$ cat src/rtl/chan_irq_pkg.sv
package chan_irq_pkg;
    // Register word addresses; line k occupies LANE_BASE + 3*k .. +2
    localparam int unsigned ADR_PEND  = 0;
    localparam int unsigned LANE_BASE = 1;
    localparam int unsigned LANE_STEP = 3;
    localparam int unsigned OFF_EN    = 0;
    localparam int unsigned OFF_FRC   = 1;
    localparam int unsigned OFF_MSK   = 2;
endpackage

$ cat src/rtl/chan_pend_reg.sv
module chan_pend_reg #(
    parameter int NUM_CH = 16
) (
    input  logic              clk,
    input  logic              rst_n,
    input  logic [NUM_CH-1:0] evt_i,
    input  logic [NUM_CH-1:0] quiet_i,
    input  logic [NUM_CH-1:0] clr_i,
    output logic [NUM_CH-1:0] pend_o
);
    typedef struct packed {
        logic [NUM_CH-1:0] pend;
    } pend_st_t;

    pend_st_t st_d, st_q;
    logic [NUM_CH-1:0] post;

    always_comb begin
        post    = evt_i & ~quiet_i;
        st_d    = st_q;
        // a recorded pulse overrides a clear on the same bit
        st_d.pend = (st_q.pend & ~clr_i) | post;
    end

    always_ff @(posedge clk) begin
        if (!rst_n) st_q <= '0;
        else        st_q <= st_d;
    end

    assign pend_o = st_q.pend;

    p_event_sets_r2: assert property (@(posedge clk) disable iff (!rst_n)
        (|(evt_i & ~quiet_i)) |=> ((pend_o & $past(evt_i & ~quiet_i)) == $past(evt_i & ~quiet_i)));

    p_quiet_no_set_r3: assert property (@(posedge clk) disable iff (!rst_n)
        1'b1 |=> ((pend_o & ~$past(pend_o) & ~$past(evt_i & ~quiet_i)) == '0));

    p_clear_r4: assert property (@(posedge clk) disable iff (!rst_n)
        (|(clr_i & ~evt_i)) |=> ((pend_o & $past(clr_i & ~evt_i)) == '0));
endmodule

$ cat src/rtl/chan_irq_lane.sv
module chan_irq_lane #(
    parameter int NUM_CH = 16
) (
    input  logic              clk,
    input  logic              rst_n,
    input  logic [NUM_CH-1:0] pend_i,
    input  logic              en_we_i,
    input  logic              frc_we_i,
    input  logic [NUM_CH-1:0] wdata_i,
    output logic [NUM_CH-1:0] en_o,
    output logic [NUM_CH-1:0] frc_o,
    output logic [NUM_CH-1:0] msk_o,
    output logic              irq_o
);
    typedef struct packed {
        logic [NUM_CH-1:0] en;
        logic [NUM_CH-1:0] frc;
    } lane_st_t;

    lane_st_t st_d, st_q;

    always_comb begin
        st_d = st_q;
        if (en_we_i)  st_d.en  = wdata_i;
        if (frc_we_i) st_d.frc = wdata_i;
    end

    always_ff @(posedge clk) begin
        if (!rst_n) st_q <= '0;
        else        st_q <= st_d;
    end

    assign en_o  = st_q.en;
    assign frc_o = st_q.frc;
    assign msk_o = (pend_i | st_q.frc) & st_q.en;
    assign irq_o = |msk_o;

    p_force_hold_r7: assert property (@(posedge clk) disable iff (!rst_n)
        !frc_we_i |=> $stable(frc_o));

    p_en_hold_r6: assert property (@(posedge clk) disable iff (!rst_n)
        !en_we_i |=> $stable(en_o));

    p_irq_needs_en_r8: assert property (@(posedge clk) disable iff (!rst_n)
        (en_o == '0) |-> !irq_o);
endmodule

$ cat src/rtl/chan_irq_combiner.sv
module chan_irq_combiner
    import chan_irq_pkg::*;
#(
    parameter int NUM_CH  = 16,
    parameter int NUM_OUT = 2,
    parameter int DATA_W  = 32,
    localparam int NUM_ADR = LANE_BASE + LANE_STEP * NUM_OUT,
    localparam int ADDR_W  = $clog2(NUM_ADR + 1)
) (
    input  logic               clk,
    input  logic               rst_n,
    input  logic [NUM_CH-1:0]  evt_i,
    input  logic [NUM_CH-1:0]  quiet_i,
    input  logic               reg_wr_i,
    input  logic [ADDR_W-1:0]  reg_addr_i,
    input  logic [DATA_W-1:0]  reg_wdata_i,
    output logic [DATA_W-1:0]  reg_rdata_o,
    output logic [NUM_OUT-1:0] irq_o
);
    logic [NUM_CH-1:0] wdata_ch;
    logic [NUM_CH-1:0] pend_clr;
    logic [NUM_CH-1:0] pend;
    logic [NUM_CH-1:0] en_v  [NUM_OUT];
    logic [NUM_CH-1:0] frc_v [NUM_OUT];
    logic [NUM_CH-1:0] msk_v [NUM_OUT];
    logic [NUM_OUT-1:0] en_we, frc_we;

    assign wdata_ch = reg_wdata_i[NUM_CH-1:0];
    assign pend_clr = (reg_wr_i && int'(reg_addr_i) == ADR_PEND) ? wdata_ch : '0;

    chan_pend_reg #(.NUM_CH(NUM_CH)) u_pend (
        .clk    (clk),
        .rst_n  (rst_n),
        .evt_i  (evt_i),
        .quiet_i(quiet_i),
        .clr_i  (pend_clr),
        .pend_o (pend)
    );

    for (genvar k = 0; k < NUM_OUT; k++) begin : g_lane
        localparam int ADR_EN  = LANE_BASE + LANE_STEP * k + OFF_EN;
        localparam int ADR_FRC = LANE_BASE + LANE_STEP * k + OFF_FRC;

        assign en_we[k]  = reg_wr_i && (int'(reg_addr_i) == ADR_EN);
        assign frc_we[k] = reg_wr_i && (int'(reg_addr_i) == ADR_FRC);

        chan_irq_lane #(.NUM_CH(NUM_CH)) u_lane (
            .clk     (clk),
            .rst_n   (rst_n),
            .pend_i  (pend),
            .en_we_i (en_we[k]),
            .frc_we_i(frc_we[k]),
            .wdata_i (wdata_ch),
            .en_o    (en_v[k]),
            .frc_o   (frc_v[k]),
            .msk_o   (msk_v[k]),
            .irq_o   (irq_o[k])
        );
    end

    always_comb begin
        reg_rdata_o = '0;
        if (int'(reg_addr_i) == ADR_PEND) reg_rdata_o[NUM_CH-1:0] = pend;
        for (int k = 0; k < NUM_OUT; k++) begin
            if (int'(reg_addr_i) == LANE_BASE + LANE_STEP * k + OFF_EN)
                reg_rdata_o[NUM_CH-1:0] = en_v[k];
            if (int'(reg_addr_i) == LANE_BASE + LANE_STEP * k + OFF_FRC)
                reg_rdata_o[NUM_CH-1:0] = frc_v[k];
            if (int'(reg_addr_i) == LANE_BASE + LANE_STEP * k + OFF_MSK)
                reg_rdata_o[NUM_CH-1:0] = msk_v[k];
        end
    end

    logic ro_wr;
    assign ro_wr = reg_wr_i && ((int'(reg_addr_i) >= NUM_ADR) ||
                   ((int'(reg_addr_i) >= LANE_BASE) &&
                    ((int'(reg_addr_i) - LANE_BASE) % LANE_STEP == OFF_MSK)));

    p_ro_write_r10: assert property (@(posedge clk) disable iff (!rst_n)
        ro_wr |=> ($stable(en_v[0]) && $stable(frc_v[0]) &&
                   $stable(en_v[NUM_OUT-1]) && $stable(frc_v[NUM_OUT-1])));

    p_lane_indep_r9: assert property (@(posedge clk) disable iff (!rst_n)
        (en_we[0] || frc_we[0]) |=> ($stable(en_v[NUM_OUT-1]) && $stable(frc_v[NUM_OUT-1])));
endmodule

$ cat config.mk
export PLATFORM = sky130hd
export DESIGN_NAME = chan_irq_combiner
export DESIGN_NICKNAME = d
export VERILOG_FILES = /design/src/rtl/chan_irq_pkg.sv /design/src/rtl/chan_pend_reg.sv /design/src/rtl/chan_irq_lane.sv /design/src/rtl/chan_irq_combiner.sv
export SDC_FILE = /design/constraint.sdc
export NUM_CORES = 1
export LEC_CHECK = 0
export CAP_MARGIN = 20
export CORE_ASPECT_RATIO = 1.4
export CORE_MARGIN = 10
export CORE_UTILIZATION = 35
export DETAILED_ROUTE_END_ITERATION = 10
export GPL_TIMING_DRIVEN = 0
export PLACE_DENSITY = 0.57
export SYNTH_ARGS = -nofsm -noshare
export SYNTH_HDL_FRONTEND = slang
export SYNTH_HIERARCHICAL = 1
export SYNTH_SLANG_ARGS = --single-unit
export TNS_END_PERCENT = 50
$ cat constraint.sdc
create_clock -name clk -period 2.07 [get_ports clk]
set_input_delay 0.414 -clock clk [delete_from_list [all_inputs] [get_ports clk]]
set_output_delay 0.414 -clock clk [all_outputs]
set_load 0.03 [all_outputs]
# == Word-level counts from Yosys, hierarchy flattened ==
# Index checks and enable logic that the tools add are counted.
# W data, S select, Z words.
# classes
n_eq_ne,10
mux,8
bitwise_logic,9
reduce_logical,8
# op_table
op,n
$mux W16,8
$and A16 B16 Y16,4
$or A16 B16 Y16,3
$not A16 Y16,2
$reduce_or A16 Y1,2
$eq A3 B3 Y1 const B,6
$eq A3 B2 Y1 const B,3
$logic_and A1 B1 Y1,5
$eq A3 B1 Y1 const B,1
$logic_not A3 Y1,1
# word_totals
reg_bits,80
input_bits,70
wordCells,40

# == Longest topological paths before layout ==
# logic_depth
depth_word,8
depth_mapped,9
mapped_depth_nobuf,6

# == By module ==
# The synthesis kept the hierarchy.
# by_module_without_submodules
module,instances,cells_each,area_each_um2
chan_irq_lane,2,124,1368.8
chan_irq_combiner,1,196,1530.2
chan_pend_reg,1,65,689.4

# == Worst setup path before layout ==
# Ideal clock, no wire load.
# synth_timing
kind,input port to output port
startpoint,input port reg_addr_i[1]
endpoint,output port reg_rdata_o[5]
arrival_ns,1.510
required_ns,1.656
setup_slack_ns,0.146
path_stages,6
path_cell_list,buf_2 > buf_4 > mux2i_1 > o2bb2ai_1 > a221oi_2 > nor2_1
# synth_between
elab_chain_len,8
elab_cells_between_ends,14
cone_classes,eq/ne (6); mux (7); reduce/logical (1)
# synth_rtl
item,line,text
"start, declared",chan_irq_combiner.sv:15,"input logic [ADDR_W-1:0] reg_addr_i,"
$logic_not A3 Y1,chan_irq_combiner.sv:63,if (int'(reg_addr_i) == ADR_PEND) reg_rdata_o[NUM_CH-1:0] = pend;
$mux W16,chan_irq_combiner.sv:63,
$mux W16,chan_irq_combiner.sv:65,if (int'(reg_addr_i) == LANE_BASE + LANE_STEP * k + OFF_EN)
$mux W16,chan_irq_combiner.sv:67,if (int'(reg_addr_i) == LANE_BASE + LANE_STEP * k + OFF_FRC)
$mux W16,chan_irq_combiner.sv:69,if (int'(reg_addr_i) == LANE_BASE + LANE_STEP * k + OFF_MSK)
$mux W16,chan_irq_combiner.sv:65,
$mux W16,chan_irq_combiner.sv:67,
$mux W16 *,chan_irq_combiner.sv:69,
"end, declared",chan_irq_combiner.sv:17,"output logic [DATA_W-1:0] reg_rdata_o,"
# Every way passes the cells marked *; elsewhere a longest branch is shown, timed or not.

==> results_tabular.tex <==
\begin{tabular}{lr}
\hline
Metric & Value \\
\hline
\multicolumn{2}{l}{\textbf{Final layout}} \\
\quad Layout-stage area growth over the synthesis result & 33.4\% \\
\quad Number of standard cells in the layout, taps in and fillers out & 799 \\
\quad Utilization after layout & 0.475 \\
\quad Area of all placed cells without fillers & 6610 um2 \\
\quad Proportion of layout cells with a drive suffix above 1 & 0.265 \\
\quad Count of antenna diodes in the layout & 0 \\
\quad Number of nets in the final layout & 681 \\
\multicolumn{2}{l}{\textbf{Place}} \\
\quad Post-Place Worst Slack & -1.26 ns \\
\quad Total cell area at the placement stage & 5950 um2 \\
\quad PortBufs & 70 \\
\quad Number of cells after detailed placement & 779 \\
\quad Placer Congestion & 0.906 \\
\quad Post-detailed-placement half-perimeter wirelength & 11.4 mm \\
\multicolumn{2}{l}{\textbf{Hold path}} \\
\quad Hold Path Cell Cnt & 2 \\
\quad Min-delay worst type & reg -> reg \\
\multicolumn{2}{l}{\textbf{Timing}} \\
\quad Count of endpoints failing hold in the final timing report & 0 \\
\quad Transition time at the pin with the least slew margin & 0.662 ns \\
\quad Number of slew-limit violations in the final report & 0 \\
\quad Tcrit/Tclk final & 1.01 \\
\quad Unrepaired setup endpoints after global routing & true \\
\quad Final worst path period need & 2.09 ns \\
\quad Highest clock frequency the design can meet & 478 MHz \\
\quad Setup Viol. Count Final & 2 \\
\quad Smallest setup slack after layout & -0.0222 ns \\
\quad Final setup TNS & -0.0274 ns \\
\quad Fin Clk Skew & 0 ns \\
\quad Worst-case hold slack & 0.500 ns \\
\quad Max-Slew Margin vs Limit & 0.558 \\
\multicolumn{2}{l}{\textbf{Pwr}} \\
\quad Combinational share of power & 0.187 \\
\quad Leakage component of the power & 2.39 nW \\
\quad Relative contribution of the clock network to total power & 0.412 \\
\quad Internal power & 3.03 mW \\
\quad Net Sw Power & 1.06 mW \\
\quad Areal power density over the cells & 619 nW/um2 \\
\quad Max IR drop VDD & 0.405 mV \\
\quad Proportion of power drawn by flip-flops and latches & 0.401 \\
\quad Proportion of total power due to net switching & 0.259 \\
\quad Final total power & 4.09 mW \\
\multicolumn{2}{l}{\textbf{Yosys}} \\
\quad Commonest register cell after synthesis & dfxtp\_1 \\
\quad Ranking of synthesized cells by area & dfxtp\_1 32\%, mux2i\_1 16\%, nor2b\_1 8.1\%, nand2b\_1 6.1\%, o21a\_1 4.8\% \\
\quad Syn Std Cell Area & 4960 um2 \\
\quad Synth warn & 6 \\
\quad Sequential share of the synthesized area & 0.323 \\
\quad Fraction of registers with async set/reset & 0 \\
\quad Register bit count reported by yosys & 80 \\
\quad Count of unique library cells instantiated by Yosys & 31 \\
\quad Average cell area after synthesis & 9.74 um2 \\
\quad Synthesized netlist cell count & 509 \\
\quad Library cell with the largest summed area after synthesis & dfxtp\_1 \\
\quad Synth top area share & 0.323 \\
\quad Post-synth EDFFs & 0 \\
\multicolumn{2}{l}{\textbf{Setup path}} \\
\quad Family with the most delay on the worst path & simple AND/OR/NAND/NOR gates \\
\quad Highest-delay cell along the critical path & nor4\_4 \\
\quad Chain of cells forming the critical path & o21a\_4, nor4\_4, nand4\_1, buf\_6 \\
\quad Category of the most critical setup path & reg -> out \\
\quad CP Depth & 4 \\
\quad Critical path's largest stage delay & 0.35 ns \\
\quad Startpoint class of the critical path & register \\
\quad Crit Path Max Fanout & 4 \\
\quad Number of buffers and inverters on the critical path & 1 \\
\quad Reg2reg path depth & 2 \\
\quad CP required & 1.66 ns \\
\quad WP data arrival & 1.68 ns \\
\quad Element type at the critical path end & output pin \\
\multicolumn{2}{l}{\textbf{Global routing}} \\
\quad Number of antenna violations at the first check in global routing & 0 \\
\quad Overall overflow remaining after global route & 0 \\
\quad Via count of the first global-routing pass & 4325 \\
\quad Wire length of the first global-routing pass & 24.5 mm \\
\quad Maximum number of pins on one net before global-route repair & 18 \\
\quad Global-route total usage across every layer & 0.164 \\
\multicolumn{2}{l}{\textbf{Clock network}} \\
\quad CTS tree & done \\
\quad H-tree Lvls & 3 \\
\quad CTS Hold Buffers Added & 0 \\
\quad Clock transition at path regs & 0.06 ns \\
\quad Total clock buffers created by CTS & 9 \\
\quad Clock root buffer master & clkbuf\_16 \\
\quad Buffer levels on the longest clock path & 2 \\
\quad Sinks on the clock net & 80 \\
\quad Clock latency at the later pin of the worst-skew pair & 0.34 ns \\
\multicolumn{2}{l}{\textbf{Status}} \\
\quad Result of the run & finished, violations left \\
\quad Failing checks & setup timing \\
\multicolumn{2}{l}{\textbf{Drt}} \\
\quad Total Routed Length & 15.8 mm \\
\quad Remaining number of nets flagged by the antenna check after routing & 0 \\
\quad Violation count after the first detailed-route iteration & 189 \\
\quad Post-DR wirelength/cell & 19.8 um \\
\quad Number of vias after detailed routing & 4083 \\
\quad Total iterations of the first detailed-routing run & 4 \\
\quad DR DRC count & 0 \\
\quad Via density per instance & 5.11 \\
\multicolumn{2}{l}{\textbf{Die}} \\
\quad Placeable core region & 13900 um2 \\
\quad Vertical extent of the die & 161 um \\
\quad Count of boundary I/O pins & 104 \\
\quad Horizontal die dimension & 121 um \\
\quad Row Count & 51 \\
\quad Starting density of the core & 0.356 \\
\quad Die area & 19400 um2 \\
\multicolumn{2}{l}{\textbf{Run}} \\
\quad Max Cap Violations & 0 \\
\hline
\end{tabular}
==> cells by family after synthesis <==
kind of cell,synth area share
flops,0.323
other cells,0.000756
simple gates,0.203
mux,0.198
buf+inv,0.0810
compound gates,0.194
==> sequential cells by signal, summed over array words and instances (netlist names) <==
signal,count
g_lane.u_lane/en_o,32
g_lane.u_lane/frc_o,32
u_pend/pend_o,16
==> final timing paths <==
| check | startpoint | endpoint | slack, ns |
|---|---|---|---|
| worst max register to register | u_pend/pend_o[0] | u_pend/pend_o[0] | 1.39 |
| worst min-delay path | u_pend/pend_o[10] | u_pend/pend_o[10] | 0.50 |
| worst min register to register | u_pend/pend_o[10] | u_pend/pend_o[10] | 0.50 |
| worst max-delay path | u_pend/pend_o[10] | irq_o[1] | -0.02 |
==> power groups by stage <==
stage	registers, mW	logic, mW	clock network [mW]
2_1_floorplan	1.65	0.434	0
3_3_place_gp	1.66	0.703	0
3_5_place_dp	1.67	0.709	0
4_1_cts	1.63	0.729	1.72
5_1_grt	1.65	0.816	1.78
6_report	1.64	0.765	1.68
==> routing by layer <==
layer	global-route usage	vias up	part of all wire
met1	0.193	1946	0.43
met4	0.0622	0	0.013
li1	-	2001	-
met5	0	-	0
met3	0.0365	14	0.056
met2	0.279	122	0.50
==> layout by cell type, fill, tap and decap left out, types with 4 or more instances in the layout <==
cell / Yosys / routed
a21boi_1: 6 / 6
a21boi_2: 10 / 10
a21oi_1: 16 / 13
a221oi_2: 10 / 12
and2_1: 16 / 16
buf_12: 0 / 4
buf_2: 9 / 7
buf_4: 19 / 37
buf_6: 15 / 17
clkbuf_1: 11 / 6
clkbuf_16: 0 / 10
clkdlybuf4s50_1: 0 / 50
conb_1: 1 / 16
dfxtp_1: 80 / 74
dfxtp_2: 0 / 6
mux2_2: 16 / 16
mux2i_1: 80 / 77
nand2b_1: 48 / 48
nor2_1: 16 / 15
nor2b_1: 64 / 64
o21a_1: 32 / 27
o2bb2ai_1: 16 / 12
o32ai_1: 16 / 15
==> Yosys cell counts, types with 3 or more instances <==
cell type and n:
dfxtp_1 80, mux2i_1 80, nor2b_1 64, nand2b_1 48
o21a_1 32, buf_4 19, a21oi_1 16, and2_1 16
mux2_2 16, nor2_1 16, o2bb2ai_1 16, o32ai_1 16
buf_6 15, clkbuf_1 11, a21boi_2 10, a221oi_2 10
buf_2 9, nor4_1 8, a21boi_1 6, a221oi_1 6
nand2_1 3
==> area by class of cell <==
| type | count | area, um2 |
|---|---|---|
| timing repair buffer | 78 | 737 |
| tap | 185 | 231 |
| clock inverter | 4 | 70.1 |
| fill | 1390 | 7300 |
| buffer | 52 | 479 |
| multi-input combinational | 389 | 3240 |
| sequential | 80 | 1610 |
| clock buffer | 10 | 239 |
| inverter | 1 | 6.26 |
==> worst register-to-register path, stage by stage, from the launching register on <==
cell and delay (ns):
dfxtp_1 0.39, nand2b_1 0.09, a21boi_2 0.13
==> repair_timing <==
action | CTS | global route
buffers inserted | 5 | 2
gates resized for setup | 148 | 49
hold endpoints to repair | 0 | 0
endpoints found under the setup margin | 68 | 27
pin swaps | 10 | 13
cloned | 0 | 1
Note: power is estimated with default switching activity, not from simulation.
